`src/rtl/tpu_pkg.sv`:
```
package tpu_pkg;
  localparam int GRAN_W   = 3;
  localparam int PG_CNT_W = 17;
  localparam int ADDR_TS   = 0;
  localparam int ADDR_DIV  = 1;
  localparam int ADDR_GRAN = 2;
  localparam int DIV_EN_BIT = 31;
  localparam int LOG_SEL_BIT = 7;

  function automatic logic [PG_CNT_W-1:0] gran_period(input logic [GRAN_W-1:0] code);
    logic [PG_CNT_W-1:0] p;
    case (code)
      3'd0:    p = PG_CNT_W'(1);
      3'd1:    p = PG_CNT_W'(2);
      3'd2:    p = PG_CNT_W'(5);
      3'd3:    p = PG_CNT_W'(10);
      3'd4:    p = PG_CNT_W'(100);
      3'd5:    p = PG_CNT_W'(1000);
      3'd6:    p = PG_CNT_W'(10000);
      default: p = PG_CNT_W'(100000);
    endcase
    return p;
  endfunction
endpackage

```
`src/rtl/tpu_cfg_regs.sv`:
```
module tpu_cfg_regs
  import tpu_pkg::*;
#(
  parameter int ADDR_W  = 4,
  parameter int SHIFT_W = 6,
  parameter int DIV_W   = 16,
  parameter int NUM_PG  = 3,
  parameter logic [SHIFT_W-1:0] LOG_SH_RST = 6'd14,
  parameter logic [SHIFT_W-1:0] TAG_SH_RST = 6'd14,
  parameter logic [SHIFT_W-1:0] NAT_SH_RST = 6'd24
) (
  input  logic                           clk,
  input  logic                           rst_n,
  input  logic                           wr_en,
  input  logic [ADDR_W-1:0]              wr_addr,
  input  logic [31:0]                    wr_data,
  output logic [SHIFT_W-1:0]             log_sh,
  output logic                           log_sel,
  output logic [SHIFT_W-1:0]             tag_sh,
  output logic [SHIFT_W-1:0]             nat_sh,
  output logic [DIV_W-1:0]               div_val,
  output logic                           div_en,
  output logic [NUM_PG-1:0][GRAN_W-1:0]  gran
);
  logic [SHIFT_W-1:0]            log_sh_q, log_sh_n, tag_sh_q, tag_sh_n, nat_sh_q, nat_sh_n;
  logic                          log_sel_q, log_sel_n, div_en_q, div_en_n;
  logic [DIV_W-1:0]              div_val_q, div_val_n;
  logic [NUM_PG-1:0][GRAN_W-1:0] gran_q, gran_n;
  logic                          hit_ts, hit_div, hit_gran;

  assign hit_ts   = wr_en && (wr_addr == ADDR_W'(ADDR_TS));
  assign hit_div  = wr_en && (wr_addr == ADDR_W'(ADDR_DIV));
  assign hit_gran = wr_en && (wr_addr == ADDR_W'(ADDR_GRAN));

  always_comb begin
    log_sh_n  = log_sh_q;
    tag_sh_n  = tag_sh_q;
    nat_sh_n  = nat_sh_q;
    log_sel_n = log_sel_q;
    div_val_n = div_val_q;
    div_en_n  = div_en_q;
    gran_n    = gran_q;
    if (hit_ts) begin
      log_sh_n  = wr_data[SHIFT_W-1:0];
      log_sel_n = wr_data[LOG_SEL_BIT];
      tag_sh_n  = wr_data[8 +: SHIFT_W];
      nat_sh_n  = wr_data[16 +: SHIFT_W];
    end
    if (hit_div) begin
      div_en_n = wr_data[DIV_EN_BIT];
      if (!div_en_q) div_val_n = wr_data[DIV_W-1:0];
    end
    if (hit_gran) begin
      for (int i = 0; i < NUM_PG; i++) gran_n[i] = wr_data[4*i +: GRAN_W];
    end
  end

  always_ff @(posedge clk or negedge rst_n) begin
    if (!rst_n) begin
      log_sh_q  <= LOG_SH_RST;
      tag_sh_q  <= TAG_SH_RST;
      nat_sh_q  <= NAT_SH_RST;
      log_sel_q <= 1'b0;
      div_val_q <= '0;
      div_en_q  <= 1'b0;
      gran_q    <= '0;
    end else begin
      log_sh_q  <= log_sh_n;
      tag_sh_q  <= tag_sh_n;
      nat_sh_q  <= nat_sh_n;
      log_sel_q <= log_sel_n;
      div_val_q <= div_val_n;
      div_en_q  <= div_en_n;
      gran_q    <= gran_n;
    end
  end

  assign log_sh  = log_sh_q;
  assign tag_sh  = tag_sh_q;
  assign nat_sh  = nat_sh_q;
  assign log_sel = log_sel_q;
  assign div_val = div_val_q;
  assign div_en  = div_en_q;
  assign gran    = gran_q;


  div_frozen_chk: assert property (@(posedge clk) disable iff (!rst_n)
    $past(div_en_q) |-> (div_val_q == $past(div_val_q)));
endmodule

```
`src/rtl/tpu_tstamp.sv`:
```
module tpu_tstamp #(
  parameter int TS_W    = 56,
  parameter int SHIFT_W = 6
) (
  input  logic               clk,
  input  logic               rst_n,
  input  logic               xo_tick,
  input  logic               msec_tick,
  input  logic [SHIFT_W-1:0] log_sh,
  input  logic               log_sel,
  input  logic [SHIFT_W-1:0] tag_sh,
  input  logic [SHIFT_W-1:0] nat_sh,
  output logic [TS_W-1:0]    ts_log,
  output logic [TS_W-1:0]    ts_tag,
  output logic [TS_W-1:0]    ts_nat
);
  logic [TS_W-1:0] cnt_q, cnt_n, leg_q, leg_n;

  always_comb begin
    cnt_n = cnt_q;
    leg_n = leg_q;
    if (xo_tick)   cnt_n = cnt_q + 1'b1;
    if (msec_tick) leg_n = leg_q + 1'b1;
  end

  always_ff @(posedge clk or negedge rst_n) begin
    if (!rst_n) begin
      cnt_q <= '0;
      leg_q <= '0;
    end else begin
      cnt_q <= cnt_n;
      leg_q <= leg_n;
    end
  end

  assign ts_log = log_sel ? (cnt_q >> log_sh) : leg_q;
  assign ts_tag = cnt_q >> tag_sh;
  assign ts_nat = cnt_q >> nat_sh;


  cnt_step_chk: assert property (@(posedge clk) disable iff (!rst_n)
    xo_tick |=> (cnt_q == $past(cnt_q) + 1'b1));

  cnt_hold_chk: assert property (@(posedge clk) disable iff (!rst_n)
    !xo_tick |=> $stable(cnt_q));
endmodule

```
`src/rtl/tpu_xo_divider.sv`:
```
module tpu_xo_divider #(
  parameter int DIV_W = 16
) (
  input  logic             clk,
  input  logic             rst_n,
  input  logic             xo_tick,
  input  logic             div_en,
  input  logic [DIV_W-1:0] div_val,
  output logic             com_tick
);
  logic [DIV_W-1:0] div_cnt_q, div_cnt_n;
  logic             at_end;

  assign at_end   = (div_cnt_q == div_val);
  assign com_tick = div_en && xo_tick && at_end;

  always_comb begin
    div_cnt_n = div_cnt_q;
    if (!div_en)      div_cnt_n = '0;
    else if (xo_tick) div_cnt_n = at_end ? '0 : div_cnt_q + 1'b1;
  end

  always_ff @(posedge clk or negedge rst_n) begin
    if (!rst_n) div_cnt_q <= '0;
    else        div_cnt_q <= div_cnt_n;
  end


  div_range_chk: assert property (@(posedge clk) disable iff (!rst_n)
    div_en |-> (div_cnt_q <= div_val));
endmodule

```
`src/rtl/tpu_pulse_gen.sv`:
```
module tpu_pulse_gen
  import tpu_pkg::*;
(
  input  logic              clk,
  input  logic              rst_n,
  input  logic              clr,
  input  logic              tick_in,
  input  logic [GRAN_W-1:0] gran,
  output logic              pulse
);
  logic [PG_CNT_W-1:0] cnt_q, cnt_n, period;
  logic                pulse_q, pulse_n, last;

  assign period = gran_period(gran);
  assign last   = (cnt_q >= period - 1'b1);

  always_comb begin
    cnt_n   = cnt_q;
    pulse_n = 1'b0;
    if (clr) begin
      cnt_n = '0;
    end else if (tick_in) begin
      cnt_n   = last ? '0 : cnt_q + 1'b1;
      pulse_n = last;
    end
  end

  always_ff @(posedge clk or negedge rst_n) begin
    if (!rst_n) begin
      cnt_q   <= '0;
      pulse_q <= 1'b0;
    end else begin
      cnt_q   <= cnt_n;
      pulse_q <= pulse_n;
    end
  end

  assign pulse = pulse_q;


  pulse_after_tick_chk: assert property (@(posedge clk) disable iff (!rst_n)
    pulse_q |-> $past(tick_in));
endmodule

```
`src/rtl/tstamp_pulse_unit.sv`:
```
module tstamp_pulse_unit
  import tpu_pkg::*;
#(
  parameter int TS_W    = 56,
  parameter int SHIFT_W = 6,
  parameter int DIV_W   = 16,
  parameter int NUM_PG  = 3,
  parameter int ADDR_W  = 4,
  parameter logic [SHIFT_W-1:0] LOG_SH_RST = 6'd14,
  parameter logic [SHIFT_W-1:0] TAG_SH_RST = 6'd14,
  parameter logic [SHIFT_W-1:0] NAT_SH_RST = 6'd24
) (
  input  logic              clk,
  input  logic              rst_n,
  input  logic              xo_tick,
  input  logic              msec_tick,
  input  logic              wr_en,
  input  logic [ADDR_W-1:0] wr_addr,
  input  logic [31:0]       wr_data,
  output logic [TS_W-1:0]   ts_log,
  output logic [TS_W-1:0]   ts_tag,
  output logic [TS_W-1:0]   ts_nat,
  output logic [NUM_PG-1:0] pulse
);
  logic [SHIFT_W-1:0]            log_sh, tag_sh, nat_sh;
  logic                          log_sel, div_en, com_tick;
  logic [DIV_W-1:0]              div_val;
  logic [NUM_PG-1:0][GRAN_W-1:0] gran;

  tpu_cfg_regs #(
    .ADDR_W(ADDR_W), .SHIFT_W(SHIFT_W), .DIV_W(DIV_W), .NUM_PG(NUM_PG),
    .LOG_SH_RST(LOG_SH_RST), .TAG_SH_RST(TAG_SH_RST), .NAT_SH_RST(NAT_SH_RST)
  ) u_regs (
    .clk(clk), .rst_n(rst_n), .wr_en(wr_en), .wr_addr(wr_addr), .wr_data(wr_data),
    .log_sh(log_sh), .log_sel(log_sel), .tag_sh(tag_sh), .nat_sh(nat_sh),
    .div_val(div_val), .div_en(div_en), .gran(gran)
  );

  tpu_tstamp #(.TS_W(TS_W), .SHIFT_W(SHIFT_W)) u_ts (
    .clk(clk), .rst_n(rst_n), .xo_tick(xo_tick), .msec_tick(msec_tick),
    .log_sh(log_sh), .log_sel(log_sel), .tag_sh(tag_sh), .nat_sh(nat_sh),
    .ts_log(ts_log), .ts_tag(ts_tag), .ts_nat(ts_nat)
  );

  tpu_xo_divider #(.DIV_W(DIV_W)) u_div (
    .clk(clk), .rst_n(rst_n), .xo_tick(xo_tick), .div_en(div_en),
    .div_val(div_val), .com_tick(com_tick)
  );

  generate
    for (genvar g = 0; g < NUM_PG; g++) begin : g_pg
      tpu_pulse_gen u_pg (
        .clk(clk), .rst_n(rst_n), .clr(!div_en), .tick_in(com_tick),
        .gran(gran[g]), .pulse(pulse[g])
      );
    end
  endgenerate


  pulse_needs_en_chk: assert property (@(posedge clk) disable iff (!rst_n)
    (|pulse) |-> $past(div_en));
endmodule

```
`config.mk`:
```
export PLATFORM = sky130hd
export DESIGN_NAME = tstamp_pulse_unit
export DESIGN_NICKNAME = d
export VERILOG_FILES = /design/src/rtl/tpu_pkg.sv /design/src/rtl/tpu_cfg_regs.sv /design/src/rtl/tpu_tstamp.sv /design/src/rtl/tpu_xo_divider.sv /design/src/rtl/tpu_pulse_gen.sv /design/src/rtl/tstamp_pulse_unit.sv
export SDC_FILE = /design/constraint.sdc
export NUM_CORES = 1
export LEC_CHECK = 0
export BUFFER_PORTS_ARGS = -buffer_cell sky130_fd_sc_hd__buf_4
export CAP_MARGIN = 30
export CORE_MARGIN = 4
export CORE_UTILIZATION = 60
export CTS_BUF_LIST = sky130_fd_sc_hd__clkbuf_4 sky130_fd_sc_hd__clkbuf_8
export CTS_CLUSTER_DIAMETER = 60
export DETAILED_ROUTE_END_ITERATION = 6
export GPL_ROUTABILITY_DRIVEN = 0
export PLACE_DENSITY_LB_ADDON = 0.12
export SLEW_MARGIN = 10
export SYNTH_ARGS = -nofsm -noshare
export SYNTH_HDL_FRONTEND = slang
export SYNTH_HIERARCHICAL = 1
export SYNTH_SLANG_ARGS = --single-unit
```
`constraint.sdc`:
```
create_clock -name clk -period 4.49 [get_ports clk]
set_input_delay 1.1225 -clock clk [delete_from_list [all_inputs] [get_ports clk]]
set_output_delay 1.1225 -clock clk [all_outputs]
set_load 0.01 [all_outputs]
```
; Word level (Yosys, flattened, before mapping)
; Index checks and enable logic that the tools add are counted.
[totals]
input_bits = 41
regBits = 227
[op_classes]
addsub = 9
reduce_logical = 10
order_cmp = 3
bitwise = 1
muxes = 22
shift = 3
n_eq_ne = 23
[ops]
columns = operator, count
row1 = $pmux 17 s7, 3
row2 = $shr 56x6->56, 3
row3 = $mux 17, 9
row4 = $add 56x1->56 const B, 2
row5 = $mux 56, 1
row6 = $add 17x1->17 const B, 3
row7 = $ge 17x17->1, 3
row8 = $sub 17x1->17 const B, 3
row9 = $mux 16, 3
row10 = $eq 3x3->1 const B, 9
row11 = $eq 3x2->1 const B, 6
row12 = $add 16x1->16 const B, 1
row13 = $eq 16x16->1, 1
row14 = $eq 3x1->1 const B, 3
row15 = $logic_not 3->1, 3
row16 = $mux 1, 6
row17 = $logic_and 1x1->1, 5
row18 = $eq 4x1->1 const B, 1
row19 = $eq 4x2->1 const B, 1
row20 = $logic_not 4->1, 1
row21 = $ne 2x2->1 const B, 2
row22 = $reduce_and 2->1, 1
row23 = $not 1->1, 1

; Depth between registers and ports, before layout
; Gate-level depths: netlist of run 1.
[logic_depth]
word_depth = 7
depth_mapped = 13

; By module
; The synthesis of run 1 kept the hierarchy.
[by_module_without_submodules]
columns = module, seq_area_each_um2, area_each_um2, instances, cells_per_inst
row1 = tpu_tstamp, 2802.7, 16283.1, 1, 1795
row2 = tpu_cfg_regs, 1136.1, 1775.5, 1, 99
row3 = tpu_pulse_gen (g_pg[2].u_pg), 450.4, 1554.0, 1, 175
row4 = tpu_pulse_gen (g_pg[1].u_pg), 450.4, 1519.0, 1, 160
row5 = tpu_pulse_gen (g_pg[0].u_pg), 450.4, 1461.4, 1, 175
row6 = tpu_xo_divider, 400.4, 1207.4, 1, 130
row7 = tstamp_pulse_unit, 0.0, 3.8, 1, 1

; Worst setup path after synthesis of run 1
; Ideal clock, no wire load.
[synth_timing]
path_type = register -> register
from = reg u_regs.gran_q (netlist bit u_regs/gran[2])
to = reg g_pg[0].u_pg.cnt_q[16]
path_buffers = 2
path_slack_ns = 1.092
synth_period_minus_slack_ns = 3.398
required_time_ns = 4.421
setup_ns = 0.069
arrival_time_ns = 3.329
path_stages_with_launch = 14
cell_sequence = dfrtp_1 -> clkbuf_1 -> nand2b_1 -> ha_1 -> nor3b_4 -> a21oi_1 -> ha_1 -> a2111oi_0 -> o221a_2 -> nor2_1 -> or4_4 -> buf_6 -> or3_1 -> nand3_1
[synth_via]
elab_chain_len = 7
[synth_rtl]
columns = item, line_no
row1 = start: declaration, tpu_cfg_regs.sv:28  ; logic [NUM_PG-1:0][GRAN_W-1:0] gran_q, gran_n;
row2 = start signal: assignment, tpu_cfg_regs.sv:74  ; gran_q <= gran_n;
row3 = $eq 3x3->1 (tied with other cells), tpu_pkg.sv:12  ; case (code)
row4 = $pmux 17 s7 (*), tpu_pkg.sv:12
row5 = $sub 17x1->17 (*), tpu_pulse_gen.sv:15  ; assign last = (cnt_q >= period - 1'b1);
row6 = $ge 17x17->1 (*), tpu_pulse_gen.sv:15
row7 = $mux 17 (*), tpu_pulse_gen.sv:23  ; cnt_n = last ? '0 : cnt_q + 1'b1;
row8 = $mux 17 (*), tpu_pulse_gen.sv:22  ; end else if (tick_in) begin
row9 = $mux 17 (*), tpu_pulse_gen.sv:20  ; if (clr) begin
row10 = end signal: assignment, tpu_pulse_gen.sv:33  ; cnt_q <= cnt_n;
row11 = end: declaration, tpu_pulse_gen.sv:11  ; logic [PG_CNT_W-1:0] cnt_q, cnt_n, period;
; Every way passes the cells marked *; elsewhere a longest branch is shown, timed or not. The select of a mux whose other input is x is not followed.
; A chain may end at the register's enable or synchronous reset.

; Worst setup path after layout of run 1
[layout_timing]
from = reg u_regs.log_sh_q[2] (netlist: u_regs/log_sh[2])
to = out ts_log[8]
[layout_via]
elab_chain_len = 2
[layout_rtl]
columns = item, line_no
row1 = start: declaration, tpu_cfg_regs.sv:25  ; logic [SHIFT_W-1:0] log_sh_q, log_sh_n, tag_sh_q, tag_sh_n, nat_sh_q, nat_sh_n;
row2 = start signal: assignment, tpu_cfg_regs.sv:68  ; log_sh_q <= log_sh_n;
row3 = $shr 56x6->56, tpu_tstamp.sv:36  ; assign ts_log = log_sel ? (cnt_q >> log_sh) : leg_q;
row4 = $mux 56, tpu_tstamp.sv:36
row5 = end: declaration, tstamp_pulse_unit.sv:20  ; output logic [TS_W-1:0] ts_log,
; Every way passes these cells.

==> results of run 1 <==
## path summary, 6_finish.rpt
path	startpoint	endpoint	slack, ps
setup / recovery	u_regs/log_sh[2]	ts_log[8]	60
setup reg to reg	u_regs/gran[5]	g_pg[1].u_pg/cnt_q[10]	610
hold reg to reg	u_ts/leg_q[26]	u_ts/leg_q[26]	500
hold / removal	u_ts/leg_q[26]	u_ts/leg_q[26]	500
min in group asynchronous	rst_n	u_ts/leg_q[30]	560
max in group asynchronous	rst_n	u_regs/gran[3]	3010
## through the flow
stage               hold slack [ps]  cell area, um^2    util  cells  total power [W]
finish                        498.5            26430  0.6792   3159          0.01085
global route                  521.7            26430  0.6792   3159          0.01140
CTS                           495.4            26330  0.6766   3150          0.01069
detailed placement            483.7            25360  0.6517   3077         0.008469
global placement              481.5            25330  0.6509   3076         0.008352
floorplan                     452.0            23800       -   2535         0.006605
## flip-flops by register name (all words and copies together) (netlist names)
register,flops
u_regs/gran,9
u_div/div_cnt_q,16
u_regs/tag_sh,6
g_pg.u_pg/cnt_q,51
u_regs/nat_sh,6
u_regs/log_sh,6
g_pg.u_pg/pulse,3
u_regs/div_en,1
u_regs/log_sel,1
u_ts/leg_q,56
u_regs/div_val,16
u_ts/cnt_q,56
## area by class of cell
type                       count  share of cell area
timing repair buffer         277             0.08449
tap                          518             0.02452
multi-input combinational   1994              0.6305
antenna                        1          0.00009467
clock inverter                13            0.006106
clock buffer                  57             0.02802
inverter                      72             0.01022
sequential                   227              0.2161
## critical path, stage by stage (launching register included)
cell and delay [ps]:
sky130_fd_sc_hd__dfstp_4 820, sky130_fd_sc_hd__buf_4 230, sky130_fd_sc_hd__mux4_2 370, sky130_fd_sc_hd__mux2_2 320
sky130_fd_sc_hd__mux2i_1 360, sky130_fd_sc_hd__o32a_1 270, sky130_fd_sc_hd__o221ai_1 170, sky130_fd_sc_hd__buf_4 190
## routing by layer
layer	GRT usage	part of all wire
met1	0.4744	0.38
met5	0	0
met2	0.5334	0.45
met4	0.1336	0.043
met3	0.09455	0.12
## kinds of logic after synthesis
logic type | Yosys count
buf+inv | 314
compound gates | 462
flops | 227
mux | 453
xor+xnor | 136
fa+ha+maj | 54
simple gates | 889
## cell usage after synthesis (11+ instances only)
| cell | n |
|---|---|
| sky130_fd_sc_hd__and3_1 | 23 |
| sky130_fd_sc_hd__mux4_2 | 169 |
| sky130_fd_sc_hd__dfrtp_1 | 219 |
| sky130_fd_sc_hd__buf_1 | 16 |
| sky130_fd_sc_hd__a21oi_1 | 76 |
| sky130_fd_sc_hd__nor2_1 | 186 |
| sky130_fd_sc_hd__xnor2_1 | 89 |
| sky130_fd_sc_hd__clkbuf_1 | 157 |
| sky130_fd_sc_hd__or2_2 | 14 |
| sky130_fd_sc_hd__xor2_1 | 46 |
| sky130_fd_sc_hd__buf_6 | 16 |
| sky130_fd_sc_hd__o211ai_1 | 26 |
| sky130_fd_sc_hd__mux2_2 | 130 |
| sky130_fd_sc_hd__nor3_1 | 56 |
| sky130_fd_sc_hd__o221ai_1 | 22 |
| sky130_fd_sc_hd__mux2i_1 | 141 |
| sky130_fd_sc_hd__nor2b_1 | 13 |
| sky130_fd_sc_hd__buf_2 | 35 |
| sky130_fd_sc_hd__nand2b_1 | 30 |
| sky130_fd_sc_hd__o22ai_1 | 35 |
| sky130_fd_sc_hd__nand4_1 | 65 |
| sky130_fd_sc_hd__o21a_1 | 11 |
| sky130_fd_sc_hd__inv_1 | 65 |
| sky130_fd_sc_hd__o311ai_1 | 12 |
| sky130_fd_sc_hd__and4_1 | 13 |
| sky130_fd_sc_hd__a31oi_1 | 28 |
| sky130_fd_sc_hd__nor4_1 | 33 |
| sky130_fd_sc_hd__ha_1 | 54 |
| sky130_fd_sc_hd__a211oi_1 | 19 |
| sky130_fd_sc_hd__a21o_1 | 17 |
| sky130_fd_sc_hd__o21ai_0 | 62 |
| sky130_fd_sc_hd__nand3_1 | 107 |
| sky130_fd_sc_hd__and2_1 | 36 |
| sky130_fd_sc_hd__nand2_1 | 248 |
| sky130_fd_sc_hd__or3_1 | 11 |
## power groups by stage
stage,clock network [W],registers [W],logic [W]
after floorplan,0,0.00235,0.00425
after global placement,0,0.00272,0.00563
after detailed placement,0,0.00273,0.00574
after CTS,0.00220,0.00266,0.00584
after global routing,0.00230,0.00270,0.00641
final,0.00216,0.00266,0.00602
## what timing repair did
action	CTS	global route
gates cloned	0	0
endpoints found under the setup margin	23	22
buffers inserted	3	7
resized for setup	2	8
hold buffers	0	0
==> results.rst, run 1 <==
.. list-table::
   :header-rows: 1

   * - Metric
     - Value
   * - Run status
     - finished with violations
   * - Violated checks
     - design-rule violations
   * - Ranking of synthesized cells by area
     - sky130_fd_sc_hd__dfrtp_1, sky130_fd_sc_hd__mux4_2, sky130_fd_sc_hd__mux2_2, sky130_fd_sc_hd__mux2i_1, sky130_fd_sc_hd__nand2_1
   * - Number of DRC markers after the initial detailed-route iteration
     - 2,951
   * - Top library cells by usage in the layout, fill and taps aside
     - sky130_fd_sc_hd__buf_4, sky130_fd_sc_hd__nand2_1, sky130_fd_sc_hd__dfrtp_1, sky130_fd_sc_hd__nor2_1, sky130_fd_sc_hd__mux4_2
   * - Detailed-route wire length per cell
     - 24.61 um
   * - Register clock-pin slew on the reported worst setup and hold paths
     - roughly 70 ps
   * - Most instantiated flip-flop cell in the synthesis netlist
     - sky130_fd_sc_hd__dfrtp_1
   * - Final cycle utilization of the critical path
     - 0.9864
   * - Clock Skews
     - 29.00 ps
   * - Power per cell area
     - 410.3 nW/um^2
   * - Most common cell after layout, fill and taps aside
     - sky130_fd_sc_hd__buf_4
   * - Number of nets produced by synthesis
     - ~2,600
   * - Fraction of final layout cells sized beyond drive strength 1
     - 0.2784
   * - Die span in y
     - roughly 210 um
   * - Worst-skew pair later-pin latency
     - 570 ps
   * - Worst R2R Path Depth
     - 11
   * - Slew Limit Fails
     - 0
   * - Multiplexer share of the synthesized area
     - 0.2890
   * - Via total after detailed routing
     - approximately 23,000
   * - Worst Path Required
     - 3370 ps
   * - Type of origin of the critical path
     - register
   * - Compound-cell area share of the yosys netlist
     - 0.1404
   * - Fraction of power spent switching nets
     - 0.4303
   * - Fraction of registers with async set/reset
     - 1.000
   * - Unrepaired setup endpoints after global routing
     - false
   * - Post-synthesis share of cell area spent on and, or, nand and nor gates
     - 0.1905
   * - Final sum of negative setup slack
     - 0 ps
   * - Portion of synthesized cell area occupied by the leading cell type
     - 0.2302
   * - Area growth from synthesis to layout
     - 11.04%
   * - Post-route worst setup slack
     - between 60 and 70 ps
   * - Initial cell density of the core
     - 0.6117
   * - Number of clock sinks
     - 227
   * - Pre-antenna DRT Iters
     - 7
   * - Combinational share of power
     - 0.555
   * - Fmax achieved
     - 225.8 MHz
   * - Worst hold stages
     - 1
   * - Type of the most critical hold path
     - reg -> reg
   * - Largest vdd supply drop
     - 250.1 uV
   * - Combinational family with the most area after synthesis
     - multiplexers
   * - Sequential standard cell area
     - 5712 um^2
   * - Clock period minus worst slack
     - between 4000 and 5000 ps
   * - Mean post-synth cell area
     - approximately 9.4 um^2
   * - TritonCTS Buffers
     - 39
   * - Number of hold-slack violations in the final timing report
     - 0
   * - Category of the worst setup path capture point
     - output port
   * - Post-synthesis sequential area ratio
     - 0.2391
   * - H-tree levels
     - 2
   * - Post-synth EDFFs
     - 0
   * - Total GRT Usage
     - 0.3475
   * - Cells after synthesis
     - roughly 2,500
   * - Final setup violation count
     - 0
   * - DP HPWL
     - 55,220 um
   * - Area taken by multi-input logic gates
     - 16,660 um^2
   * - Clock share of power
     - 0.199
   * - Post-DRT Antenna Nets
     - 0
   * - TritonCTS clock tree
     - yes
   * - Count of cell types in the netlist
     - 113
   * - I/O pin cnt
     - 212
   * - Critical path start-end classification
     - reg -> out
   * - Largest driver fanout on the critical path
     - 28
   * - Worst relative slew slack
     - 0.3481
   * - Max-cap violation count
     - 0
   * - Number of warning messages in the yosys log
     - 6
   * - Worst EP arrival
     - about 3300 ps
   * - Detailed-route wire length
     - 77,750 um
   * - Vias per cell
     - between 7 and 8
   * - Total of buffers placed on input and output ports
     - 202
   * - Library cell occupying the most area in the post-synthesis netlist
     - sky130_fd_sc_hd__dfrtp_1
   * - Die ar.
     - 42,920 um^2
   * - Sequential cell fraction of total power
     - 0.245
   * - Power dissipated by switching net loads
     - 0.004667 W
   * - Post-Synth Adder-Cell Area
     - 0.02838
   * - First-pass GRT wire length
     - between 100,000 and 150,000 um
   * - Synthesized cell area
     - 23,800 um^2
   * - Antenna violations before repair
     - 1
   * - XOR/XNOR Fraction of Synth Area
     - 0.05035
   * - Number of global-route vias before repair
     - around 22,000
   * - Count of state elements after synthesis
     - 227
   * - Die extent in x
     - 207.2 um
   * - Worst setup timing slack at the placement stage
     - 421.9 ps
   * - CTS max path bufs
     - 3
   * - Root Buffer Master
     - sky130_fd_sc_hd__clkbuf_8
   * - # fillers
     - between 3,000 and 4,000
   * - DRC violation count after routing
     - 12
   * - Area of the core region
     - 38,920 um^2
   * - Largest net degree at the start of global routing
     - 93
   * - Number of core rows
     - 72
   * - Transition at the pin with the smallest max-transition slack
     - 977.9 ps
   * - Overall overflow remaining after global route
     - 0
   * - Leakage power total
     - 11.03 nW
   * - Count of nets after finishing
     - 2,706
   * - Internal power
     - around 0.0062 W
(Power assumes the default switching activity.)
==> run 2: changes to the inputs <==
--- a/config.mk
+++ b/config.mk
@@ -13,6 +13,7 @@
 export CTS_CLUSTER_DIAMETER = 60
 export DETAILED_ROUTE_END_ITERATION = 6
 export GPL_ROUTABILITY_DRIVEN = 0
+export MAX_ROUTING_LAYER = met4
 export PLACE_DENSITY_LB_ADDON = 0.12
 export SLEW_MARGIN = 10
 export SYNTH_ARGS = -nofsm -noshare
==> results.rst, run 2 (synthesized netlist as in run 1, its figures left out) <==
.. list-table::
   :header-rows: 1

   * - Metric
     - Value
   * - Worst setup path startpoint
     - u_ts/cnt_q[45]
   * - Worst-skew pair later-pin latency
     - 570 ps
   * - TritonCTS Buffers
     - 39
   * - Die extent in x
     - 207.2 um
   * - Largest vdd supply drop
     - between 200 and 300 uV
   * - Clock Skews
     - approximately 26 ps
   * - Number of hold-slack violations in the final timing report
     - 0
   * - Via total after detailed routing
     - ~23,000
   * - Worst Path Required
     - 3370 ps
   * - Top library cells by usage in the layout, fill and taps aside
     - sky130_fd_sc_hd__buf_4, sky130_fd_sc_hd__nand2_1, sky130_fd_sc_hd__dfrtp_1, sky130_fd_sc_hd__nor2_1, sky130_fd_sc_hd__mux4_2
   * - Count of nets after finishing
     - 2,704
   * - Final sum of negative setup slack
     - 0 ps
   * - Clock period minus worst slack
     - 4461 ps
   * - Root Buffer Master
     - sky130_fd_sc_hd__clkbuf_8
   * - Transition at the pin with the smallest max-transition slack
     - 979.0 ps
   * - Largest driver fanout on the critical path
     - 15
   * - Type of the most critical hold path
     - reg -> reg
   * - WHS
     - 498.1 ps
   * - Biggest registers after layout
     - u_ts/cnt_q: 56 flops, u_ts/leg_q: 56 flops, g_pg.u_pg/cnt_q: 51 flops
   * - # fillers
     - around 3,100
   * - Initial cell density of the core
     - 0.6117
   * - Area growth from synthesis to layout
     - 10.96%
   * - Min-Delay Startpoint
     - u_ts/leg_q[26]
   * - Total of buffers placed on input and output ports
     - between 200 and 250
   * - Detailed-route wire length
     - 77,900 um
   * - Number of global-route vias before repair
     - 21,830
   * - Worst EP arrival
     - 3340 ps
   * - DP HPWL
     - 55,220 um
   * - Final cycle utilization of the critical path
     - 0.9935
   * - Antenna violations before repair
     - 1
   * - First-pass GRT wire length
     - 122,900 um
   * - Number of clock sinks
     - 227
   * - TritonCTS clock tree
     - yes
   * - Run status
     - finished with violations
   * - Die ar.
     - 42,920 um^2
   * - Power per cell area
     - just over 400 nW/um^2
   * - Category of the worst setup path capture point
     - output port
   * - H-tree levels
     - 2
   * - Overall overflow remaining after global route
     - 0
   * - Vias per cell
     - 7.174
   * - Reg2reg setup slack
     - 640 ps
   * - Leakage power total
     - 11.02 nW
   * - Type of origin of the critical path
     - register
   * - Final setup violation count
     - 0
   * - Post-place instance area
     - 25,360 um^2
   * - Critical path start-end classification
     - reg -> out
   * - Die span in y
     - ~210 um
   * - Unrepaired setup endpoints after global routing
     - false
   * - Post-DRT Antenna Nets
     - 0
   * - Worst relative slew slack
     - 0.3449
   * - Pre-antenna DRT Iters
     - 7
   * - Detailed-route wire length per cell
     - 24.67 um
   * - Violated checks
     - design-rule violations
   * - Total GRT Usage
     - 0.3583
   * - Startpoint of the lowest-slack register-to-register path
     - u_regs/gran[5]
   * - Number of DRC markers after the initial detailed-route iteration
     - 2,911
   * - DRC violation count after routing
     - 37
   * - Fin util
     - 0.6787
   * - CTS max path bufs
     - 3
   * - Max-cap violation count
     - 0
   * - Slew Limit Fails
     - 0
   * - Fraction of final layout cells sized beyond drive strength 1
     - 0.2775
   * - Register clock-pin slew on the reported worst setup and hold paths
     - 70 ps
   * - Finished Cell Area
     - 26,410 um^2
   * - Most common cell after layout, fill and taps aside
     - sky130_fd_sc_hd__buf_4
   * - Fmax achieved
     - roughly 220 MHz
   * - Area of the core region
     - between 30,000 and 40,000 um^2
   * - Number of core rows
     - 72
   * - I/O pin cnt
     - 212
   * - Largest net degree at the start of global routing
     - 93
[run 2: cell types whose count changed in the layout (fill, tap and decap cells not counted)]
cell                      previous run  this run
sky130_fd_sc_hd__mux2i_2             4         3
sky130_fd_sc_hd__mux2i_1           137       138
sky130_fd_sc_hd__buf_4             264       262
[run 2: worst paths after layout]
| check | endpoint | cells after the start |
|---|---|---|
| worst max-delay path | ts_log[0] | 6 |
| worst max register to register | g_pg[1].u_pg/cnt_q[10] | 11 |
| worst min register to register | u_ts/leg_q[26] | 1 |
| worst min-delay path | u_ts/leg_q[26] | 1 |
| max in group asynchronous | g_pg[2].u_pg/cnt_q[14] | 2 |
| min in group asynchronous | u_ts/leg_q[30] | 1 |
[run 2: cell type report]
| cell class | instances | area, um^2 | share of cell area |
|---|---|---|---|
| Antenna cell | 1 | 2.502 | 0.00009474 |
| Clock buffer | 57 | 740.7 | 0.02804 |
| Multi-Input combinational cell | 1994 | 16660 | 0.6308 |
| Inverter | 72 | 270.3 | 0.01023 |
| Tap cell | 518 | 648.1 | 0.02454 |
| Timing Repair Buffer | 275 | 2218 | 0.08398 |
| Clock inverter | 13 | 161.4 | 0.006111 |
| Sequential cell | 227 | 5712 | 0.2162 |
[run 2: routing by layer]
layer  GRT usage  share of wire  vias up  wire (um)
li1            -              -     9765          -
met1      0.4784           0.38    10900      29650
met5           -              0        -          0
met3     0.09092           0.13      323       9817
met4      0.1338          0.044        0       3394
met2      0.5327           0.45     1665      35040
[run 2: where the power goes]
group	switching, W	total, W	internal (W)
Combinational	0.00332	0.00602	0.00271
Sequential	0.000447	0.00267	0.00222
Clock	0.000917	0.00216	0.00124
[run 2: worst max-delay path: stages (launching register included)]
cell and delay (ps):
sky130_fd_sc_hd__dfrtp_1 640, sky130_fd_sc_hd__mux4_2 590, sky130_fd_sc_hd__mux2i_1 490, sky130_fd_sc_hd__nor2_1 120, sky130_fd_sc_hd__a211oi_2 420, sky130_fd_sc_hd__o221ai_1 290
sky130_fd_sc_hd__buf_4 220
[run 2: per-stage QoR]
step           total power, W  instances  setup WS (ps)
6_report              0.01085       3157          29.30
3_5_place_dp         0.008469       3077          421.9
3_3_place_gp         0.008352       3076          474.5
4_1_cts               0.01069       3150          5.960
2_1_floorplan        0.006605       2535           1092
5_1_grt               0.01140       3157          2.532
[run 2: repair_timing]
item                                    CTS  global route
hold buffers                              0             0
resized for setup                         2             7
endpoints found under the setup margin   23            21
setup buffers                             3             5
gates cloned                              0             0
